<file path="config.mk">
export PLATFORM = sky130hd
export DESIGN_NAME = addr_trigger_cmp
export DESIGN_NICKNAME = d
export VERILOG_FILES = /design/src/rtl/trig_cmp_pkg.sv /design/src/rtl/trig_match_unit.sv /design/src/rtl/trig_prio_pick.sv /design/src/rtl/addr_trigger_cmp.sv
export SDC_FILE = /design/constraint.sdc
export NUM_CORES = 1
export LEC_CHECK = 0
export BUFFER_PORTS_ARGS = -buffer_cell sky130_fd_sc_hd__buf_2
export CORE_MARGIN = 8
export CORE_UTILIZATION = 36
export CTS_CLUSTER_SIZE = 8
export DETAILED_ROUTE_END_ITERATION = 12
export GPL_TIMING_DRIVEN = 0
export PLACE_DENSITY = 0.88
export SLEW_MARGIN = 10
export SYNTH_ARGS = -nofsm -noshare
export SYNTH_HDL_FRONTEND = slang
export SYNTH_SLANG_ARGS = --single-unit
</file>
<file path="constraint.sdc">
create_clock -name clk -period 4.3 [get_ports clk]
set_input_delay 0.645 -clock clk [delete_from_list [all_inputs] [get_ports clk]]
set_output_delay 0.645 -clock clk [all_outputs]
set_load 0.02 [all_outputs]
</file>
<file path="src/rtl/trig_cmp_pkg.sv">
package trig_cmp_pkg;

   // Control word bit positions decoded by the comparator
   localparam int CB_LOAD  = 0;
   localparam int CB_STORE = 1;
   localparam int CB_EXEC  = 2;
   localparam int CB_U     = 3;
   localparam int CB_S     = 4;
   localparam int CB_M     = 6;
   localparam int CB_VU    = 23;
   localparam int CB_VS    = 24;

   localparam logic [3:0] KIND_MC2 = 4'd2;
   localparam logic [3:0] KIND_MC6 = 4'd6;

   localparam logic [3:0] CAUSE_BREAKPOINT = 4'd3;

   typedef enum logic [1:0] {
      LVL_USER  = 2'd0,
      LVL_SUPER = 2'd1,
      LVL_RSVD  = 2'd2,
      LVL_MACH  = 2'd3
   } lvl_e;

endpackage

</file>
<file path="src/rtl/trig_match_unit.sv">
module trig_match_unit
   import trig_cmp_pkg::*;
#(
   parameter int XLEN = 32
) (
   input  logic [XLEN-1:0] ctrl,
   input  logic [XLEN-1:0] cmp_addr,
   input  logic [XLEN-1:0] pc,
   input  logic            pc_valid,
   input  logic [XLEN-1:0] mem_addr,
   input  logic            mem_valid,
   input  logic            mem_is_store,
   input  logic [1:0]      priv,
   input  logic            virt,
   output logic            hit
);

   logic [3:0] kind;
   logic       is_mc2, is_mc6;
   logic       host_en_any, guest_en_any, mode_any, op_any, armed;
   logic       lvl_ok, kind_ok;
   logic       exec_hit, data_hit;
   logic       ctrl_unused;

   assign ctrl_unused = ^ctrl;

   always_comb begin
      kind         = ctrl[XLEN-1 -: 4];
      is_mc2       = (kind == KIND_MC2);
      is_mc6       = (kind == KIND_MC6);
      host_en_any  = ctrl[CB_U] | ctrl[CB_S] | ctrl[CB_M];
      guest_en_any = is_mc6 & (ctrl[CB_VU] | ctrl[CB_VS]);
      mode_any     = host_en_any | guest_en_any;
      op_any       = ctrl[CB_LOAD] | ctrl[CB_STORE] | ctrl[CB_EXEC];
      armed        = mode_any & op_any;

      lvl_ok = 1'b0;
      if (!virt) begin
         unique case (lvl_e'(priv))
            LVL_USER:  lvl_ok = ctrl[CB_U];
            LVL_SUPER: lvl_ok = ctrl[CB_S];
            LVL_MACH:  lvl_ok = ctrl[CB_M];
            default:   lvl_ok = 1'b0;
         endcase
      end else if (is_mc6) begin
         unique case (lvl_e'(priv))
            LVL_USER:  lvl_ok = ctrl[CB_VU];
            LVL_SUPER: lvl_ok = ctrl[CB_VS];
            default:   lvl_ok = 1'b0;
         endcase
      end

      kind_ok  = (is_mc2 & ~virt) | is_mc6;
      exec_hit = pc_valid & ctrl[CB_EXEC] & (pc == cmp_addr);
      data_hit = mem_valid & (mem_is_store ? ctrl[CB_STORE] : ctrl[CB_LOAD])
                 & (mem_addr == cmp_addr);
      hit      = kind_ok & armed & lvl_ok & (exec_hit | data_hit);
   end

endmodule

</file>
<file path="src/rtl/trig_prio_pick.sv">
module trig_prio_pick #(
   parameter int NUM   = 2,
   parameter int IDX_W = 1
) (
   input  logic [NUM-1:0]   hits,
   output logic             any,
   output logic [IDX_W-1:0] idx
);

   always_comb begin
      any = |hits;
      idx = '0;
      for (int i = NUM - 1; i >= 0; i--) begin
         if (hits[i]) idx = IDX_W'(i);
      end
   end

endmodule

</file>
<file path="src/rtl/addr_trigger_cmp.sv">
module addr_trigger_cmp
   import trig_cmp_pkg::*;
#(
   parameter int XLEN     = 32,
   parameter int NUM_TRIG = 2,
   localparam int IDX_W   = (NUM_TRIG > 1) ? $clog2(NUM_TRIG) : 1
) (
   input  logic                     clk,
   input  logic                     rst_n,
   input  logic [XLEN-1:0]          pc,
   input  logic                     pc_valid,
   input  logic [XLEN-1:0]          mem_addr,
   input  logic                     mem_valid,
   input  logic                     mem_is_store,
   input  logic [1:0]               priv,
   input  logic                     virt,
   input  logic [NUM_TRIG*XLEN-1:0] trig_ctrl,
   input  logic [NUM_TRIG*XLEN-1:0] trig_addr,
   output logic                     bkpt_req,
   output logic [IDX_W-1:0]         bkpt_idx,
   output logic [3:0]               bkpt_cause
);

   generate
      if (XLEN < 32) begin : g_bad_xlen
         $error("addr_trigger_cmp: XLEN must be at least 32");
      end
      if (NUM_TRIG < 1) begin : g_bad_num
         $error("addr_trigger_cmp: NUM_TRIG must be at least 1");
      end
   endgenerate

   logic [NUM_TRIG-1:0] hit_vec;
   logic                any_hit;
   logic [IDX_W-1:0]    win_idx;

   generate
      for (genvar g = 0; g < NUM_TRIG; g++) begin : g_unit
         trig_match_unit #(.XLEN(XLEN)) u_match (
            .ctrl         (trig_ctrl[g*XLEN +: XLEN]),
            .cmp_addr     (trig_addr[g*XLEN +: XLEN]),
            .pc           (pc),
            .pc_valid     (pc_valid),
            .mem_addr     (mem_addr),
            .mem_valid    (mem_valid),
            .mem_is_store (mem_is_store),
            .priv         (priv),
            .virt         (virt),
            .hit          (hit_vec[g])
         );
      end
   endgenerate

   trig_prio_pick #(.NUM(NUM_TRIG), .IDX_W(IDX_W)) u_pick (
      .hits (hit_vec),
      .any  (any_hit),
      .idx  (win_idx)
   );

   always_ff @(posedge clk) begin
      if (!rst_n) begin
         bkpt_req   <= 1'b0;
         bkpt_idx   <= '0;
         bkpt_cause <= '0;
      end else begin
         bkpt_req   <= any_hit;
         bkpt_idx   <= any_hit ? win_idx : '0;
         bkpt_cause <= any_hit ? CAUSE_BREAKPOINT : 4'd0;
      end
   end

endmodule

</file>
**After elaboration in Yosys (flattened, before gate mapping)**

Index checks and enable logic that the tools add are counted.

- Bits in registers: 6
- Bits of input ports: 200
- Output and inout port bits: 6
- Logic and storage cells: 67

- Equality and inequality tests: 10
- Mux-type cells: 12
- Bitwise operators: 39
- Reduce and logical (&&, ||, !) cells: 3

Operator list:

| kind | number |
|---|---|
| equality test 32 bit | 4 |
| bitwise AND 1 bit | 20 |
| OR 1 bit | 16 |
| equality test 4 x 2 -> 1 bit (second input constant) | 2 |
| equality test 4 x 3 -> 1 bit (second input constant) | 2 |
| 2-to-1 mux 1 bit | 7 |
| case mux 1 bit (3 select lines) | 2 |
| case mux 1 bit (2 select lines) | 2 |
| NOT 1 bit | 3 |
| OR reduction 3 bit | 1 |
| equality test 2 x 1 -> 1 bit (second input constant) | 1 |
| equality test 2 bit (second input constant) | 1 |
| zero test 2 bit | 1 |
| 2-to-1 mux 2 bit | 1 |
| OR reduction 2 bit | 1 |

**Longest topological paths before layout**

- Depth after elaboration: 10
- Depth in mapped cells: 6
- Gate-level depth less buffers: 6

**Modules after synthesis**

Synthesis repeated with hierarchy kept, for this count alone.

- Cells, all modules: 217
- Area, all modules: 1727.9 um^2

By module, submodules not included:

| module | times used | cells each | area each (um^2) | sequential area each (um^2) |
|---|---|---|---|---|
| trig_match_unit | 2 | 103 | 814.5 | 0.0 |
| addr_trigger_cmp | 1 | 9 | 86.3 | 40.0 |
| trig_prio_pick | 1 | 2 | 12.5 | 0.0 |

**Worst setup path after synthesis**

Ideal clock, no wire load.

- Path type: input -> register
- Start point: in trig_addr[29]
- End point: reg bkpt_cause[0]
- Library setup time: 0.057 ns
- Data arrival time: 1.892 ns
- Required time: 4.243 ns
- Setup slack: 2.351 ns
- Cell stages on the path: 6
- Buffers on the path: 0
- Cells stage by stage: xor2_1 nor4_1 nand4_1 or4_4 a21oi_2 a21o_1

- Word-level cells in the longest chain between the ends: 6
- Elaborated cells between the ends (all ways): 8
- Classes of those cells: eq/ne (2); mux (1); bitwise (4); reduce/logical (1)

Ends and longest elaborated chain:

| element | line | RTL |
|---|---|---|
| start, declared | addr_trigger_cmp.sv:18 | `input logic [NUM_TRIG*XLEN-1:0] trig_addr,` |
| equality test 32 bit, on equally long branches | trig_match_unit.sv:54, trig_match_unit.sv:56 |  |
| bitwise AND 1 bit, on equally long branches | trig_match_unit.sv:54, trig_match_unit.sv:56 |  |
| OR 1 bit (*) | trig_match_unit.sv:57 | `hit = kind_ok & armed & lvl_ok & (exec_hit \| data_hit);` |
| bitwise AND 1 bit (*) | trig_match_unit.sv:57 |  |
| OR reduction 2 bit (*) | trig_prio_pick.sv:11 | `any = \|hits;` |
| 2-to-1 mux 2 bit (*) | addr_trigger_cmp.sv:68 | `bkpt_cause <= any_hit ? CAUSE_BREAKPOINT : 4'd0;` |
| end signal, assigned | addr_trigger_cmp.sv:68 |  |
| end, declared | addr_trigger_cmp.sv:21 | `output logic [3:0] bkpt_cause` |

Every way passes the cells marked *; elsewhere a longest branch is shown, timed or not.
A chain may end at the register's enable or synchronous reset.

**Worst setup path after layout**

- Start point: in trig_addr[22]
- End point: reg bkpt_cause[0]

The elaborated chain is that of the path after synthesis.

==> flow_results.xml <==
<?xml version="1.0" encoding="UTF-8"?>
<metrics>
  <group name="die">
    <metric name="die_y" unit="um">84.6</metric>
    <metric name="number_of_core_rows" unit="">25</metric>
    <metric name="boundaryPins" unit="">206</metric>
    <metric name="initial_core_util" unit="%">36.5</metric>
    <metric name="design.die.area" unit="mm2">0.00715</metric>
    <metric name="core-area" unit="mm2">0.00463</metric>
    <metric name="fp.dieW" unit="um">84.6</metric>
  </group>
  <group name="timing">
    <metric name="finalCritPeriodShare" unit="%">51.1</metric>
    <metric name="drv_slew" unit="">0</metric>
    <metric name="rsz0062_at_grt" unit="">no</metric>
    <metric name="final-setup-viol-count" unit="">0</metric>
    <metric name="max_freq" unit="MHz">455</metric>
    <metric name="final-hold-violation-count" unit="">0</metric>
    <metric name="min_period" unit="ns">2.20</metric>
    <metric name="final_total_negative_setup_slack" unit="ns">0</metric>
    <metric name="holdWs" unit="ns">0.656</metric>
  </group>
  <group name="drt">
    <metric name="drt.antenna.violating_nets" unit="">0</metric>
    <metric name="wl_per_cell" unit="um">18.1</metric>
    <metric name="detail_route.drc_violations" unit="">0</metric>
    <metric name="num_vias" unit="">2192</metric>
    <metric name="detail_route.iter0.violations" unit="">52</metric>
    <metric name="drt-total-wl" unit="mm">7.86</metric>
    <metric name="first_pass_iters" unit="">4</metric>
    <metric name="routed_via_density" unit="">5.05</metric>
  </group>
  <group name="global_routing">
    <metric name="largest_net_degree_at_the_start_of_global_routing" unit="">6</metric>
    <metric name="grt_usage" unit="%">21.2</metric>
    <metric name="globalRoute.totalOverflow" unit="">0</metric>
    <metric name="initial_antenna_violation_count" unit="">0</metric>
    <metric name="grt_pass1_wl" unit="mm">12.2</metric>
    <metric name="via_count_of_the_first_global_routing_pass" unit="">2620</metric>
  </group>
  <group name="clock_tree">
    <metric name="clock_sink_count" unit="">2</metric>
    <metric name="clock_tree.htree_level_count" unit="">1</metric>
    <metric name="cts.reportedPaths.clkPinSlew" unit="ns">0.03</metric>
    <metric name="cts.repair_timing.setup_buffer_count" unit="">0</metric>
    <metric name="number_of_buffers_between_clock_root_and_the_deepest_sink" unit="">2</metric>
    <metric name="clock_tree.root_cell" unit="">sky130_fd_sc_hd__clkbuf_8</metric>
    <metric name="cts_resized" unit="">0</metric>
    <metric name="tritoncts" unit="">built</metric>
    <metric name="postCtsHoldBufs" unit="">0</metric>
    <metric name="cts-buffers-inserted" unit="">3</metric>
  </group>
  <group name="layout">
    <metric name="layoutNonFillerInstCount" unit="">434</metric>
    <metric name="fill_cell_instance_count_of_the_final_layout" unit="">444</metric>
    <metric name="commonest_non_fill_non_tap_cell_in_the_layout" unit="">sky130_fd_sc_hd__buf_2</metric>
    <metric name="seqCellArea" unit="um2">40.0</metric>
    <metric name="multi_input_comb_area" unit="mm2">0.00163</metric>
    <metric name="n_antenna_cell" unit="">0</metric>
    <metric name="layout.nets" unit="">582</metric>
    <metric name="layout.cells.most_common_list" unit="">163 x sky130_fd_sc_hd__buf_2, 83 x sky130_fd_sc_hd__xnor2_1, 45 x sky130_fd_sc_hd__xor2_1</metric>
    <metric name="area_growth_syn_to_layout" unit="%">54.9</metric>
    <metric name="ratio_of_cells_with_drive_above_1_in_the_final_layout" unit="%">45.8</metric>
  </group>
  <group name="synthesis">
    <metric name="synth_enable_flop_cells" unit="">0</metric>
    <metric name="dominantRegCellSynth" unit="">sky130_fd_sc_hd__dfxtp_1</metric>
    <metric name="yosys_warnings" unit="">0</metric>
    <metric name="avgSynthCellArea" unit="um2">7.94</metric>
    <metric name="synthesis.area" unit="mm2">0.00169</metric>
    <metric name="synthCells" unit="">213</metric>
    <metric name="synth_seq_cells" unit="">2</metric>
    <metric name="async_flop_share" unit="%">0</metric>
    <metric name="sequential_element_share_of_the_synthesized_area" unit="%">2.37</metric>
    <metric name="yosysUniqueCellTypes" unit="">27</metric>
  </group>
  <group name="job">
    <metric name="maxCapViolCount" unit="">0</metric>
  </group>
  <group name="placed_design">
    <metric name="globalplace.congestion" unit="">0.920</metric>
    <metric name="placement.io_buffers" unit="">163</metric>
    <metric name="placedCellCount" unit="">431</metric>
    <metric name="dp.final_hpwl" unit="mm">7.35</metric>
  </group>
  <group name="worst_hold_path">
    <metric name="class_of_the_most_critical_hold_timing_path" unit="">in2reg</metric>
  </group>
  <group name="pwr">
    <metric name="ir_drop" unit="mV">0.0596</metric>
    <metric name="fin_total_pwr" unit="mW">0.349</metric>
    <metric name="total_leakage_power" unit="nW">1.18</metric>
    <metric name="power_density" unit="mW/mm2">133</metric>
  </group>
  <group name="critical_path">
    <metric name="timing.critical_path.fanout_max" unit="">2</metric>
    <metric name="crit_type" unit="">in2reg</metric>
    <metric name="cp.arrival" unit="ns">2.35</metric>
    <metric name="timing.critical_path.to_type" unit="">register</metric>
    <metric name="worst-endpoint-required" unit="ns">4.45</metric>
    <metric name="startpoint_type" unit="">input pin</metric>
  </group>
  <group name="outcome">
    <metric name="run_status" unit="">finished clean</metric>
  </group>
</metrics>
per-layer routing:
metal	routed length, um	track usage, %
met2	4100	40.7
met5	0	0
met3	722	7.32
met4	104	5.02
met1	2940	21.2
worst paths after layout:
check / from / endpoint / slack [ns] / cells after the start
hold / removal: rst_n / bkpt_cause[0] / 0.66 / 2
setup / recovery: trig_addr[22] / bkpt_cause[0] / 2.10 / 7
flip-flops by register name, indices dropped and copies added, names as in the netlist:
register,count
bkpt_idx,1
bkpt_cause,1
synth_stat cells, types with 2 or more instances:
cell / instances / share of area, %
sky130_fd_sc_hd__nor2_1: 2 / 0.44
sky130_fd_sc_hd__nand2_1: 3 / 0.67
sky130_fd_sc_hd__nand2b_1: 2 / 0.74
sky130_fd_sc_hd__o21ai_0: 3 / 0.89
sky130_fd_sc_hd__nand3_1: 4 / 1.2
sky130_fd_sc_hd__nor3_1: 8 / 2.4
sky130_fd_sc_hd__xor2_1: 45 / 23
sky130_fd_sc_hd__a21oi_1: 2 / 0.59
sky130_fd_sc_hd__buf_4: 4 / 1.8
sky130_fd_sc_hd__xnor2_1: 83 / 43
sky130_fd_sc_hd__mux2i_1: 3 / 1.8
sky130_fd_sc_hd__dfxtp_1: 2 / 2.4
sky130_fd_sc_hd__nand4_1: 24 / 8.9
sky130_fd_sc_hd__nor4_1: 14 / 5.2
sky130_fd_sc_hd__mux2_2: 2 / 1.3
kinds of logic after synthesis:
logic type | share of synthesized area (%)
mux | 3.11
xor+xnor | 66.3
other cells | 0.222
simple gates | 22.0
buf+inv | 1.78
flops | 2.37
compound gates | 4.22
report_power, final:
group / internal [mW] / switching, mW
logic: 0.134 / 0.124
registers: 0.0187 / 0.000000000000171
clock network: 0.0591 / 0.0136
total: 0.211 / 0.138
stage by stage:
| step | util [%] | setup WS [ns] | cell area (um2) |
|---|---|---|---|
| after floorplan | - | 2.35 | 1700 |
| final | 56.6 | 2.10 | 2620 |
| after detailed placement | 55.7 | 1.89 | 2580 |
| after CTS | 56.6 | 2.11 | 2620 |
| after global placement | 55.7 | 1.87 | 2580 |
| after global routing | 56.6 | 2.00 | 2620 |
cell type report:
type	instances	share of cell area, %
repair buffers	163	31.1
flip-flops and latches	2	1.53
multi-input cells	208	62.0
well taps	54	2.58
clock buffers	3	1.58
plain buffers	4	1.15
critical path, stage by stage:
cell                      delay (ns)
sky130_fd_sc_hd__buf_2          0.12
sky130_fd_sc_hd__xor2_1         0.18
sky130_fd_sc_hd__nor4_1         0.43
sky130_fd_sc_hd__nand4_1        0.17
sky130_fd_sc_hd__or4_4          0.51
sky130_fd_sc_hd__a21oi_2        0.18
sky130_fd_sc_hd__a21o_1         0.12
Power figures use the tool's default switching activity.
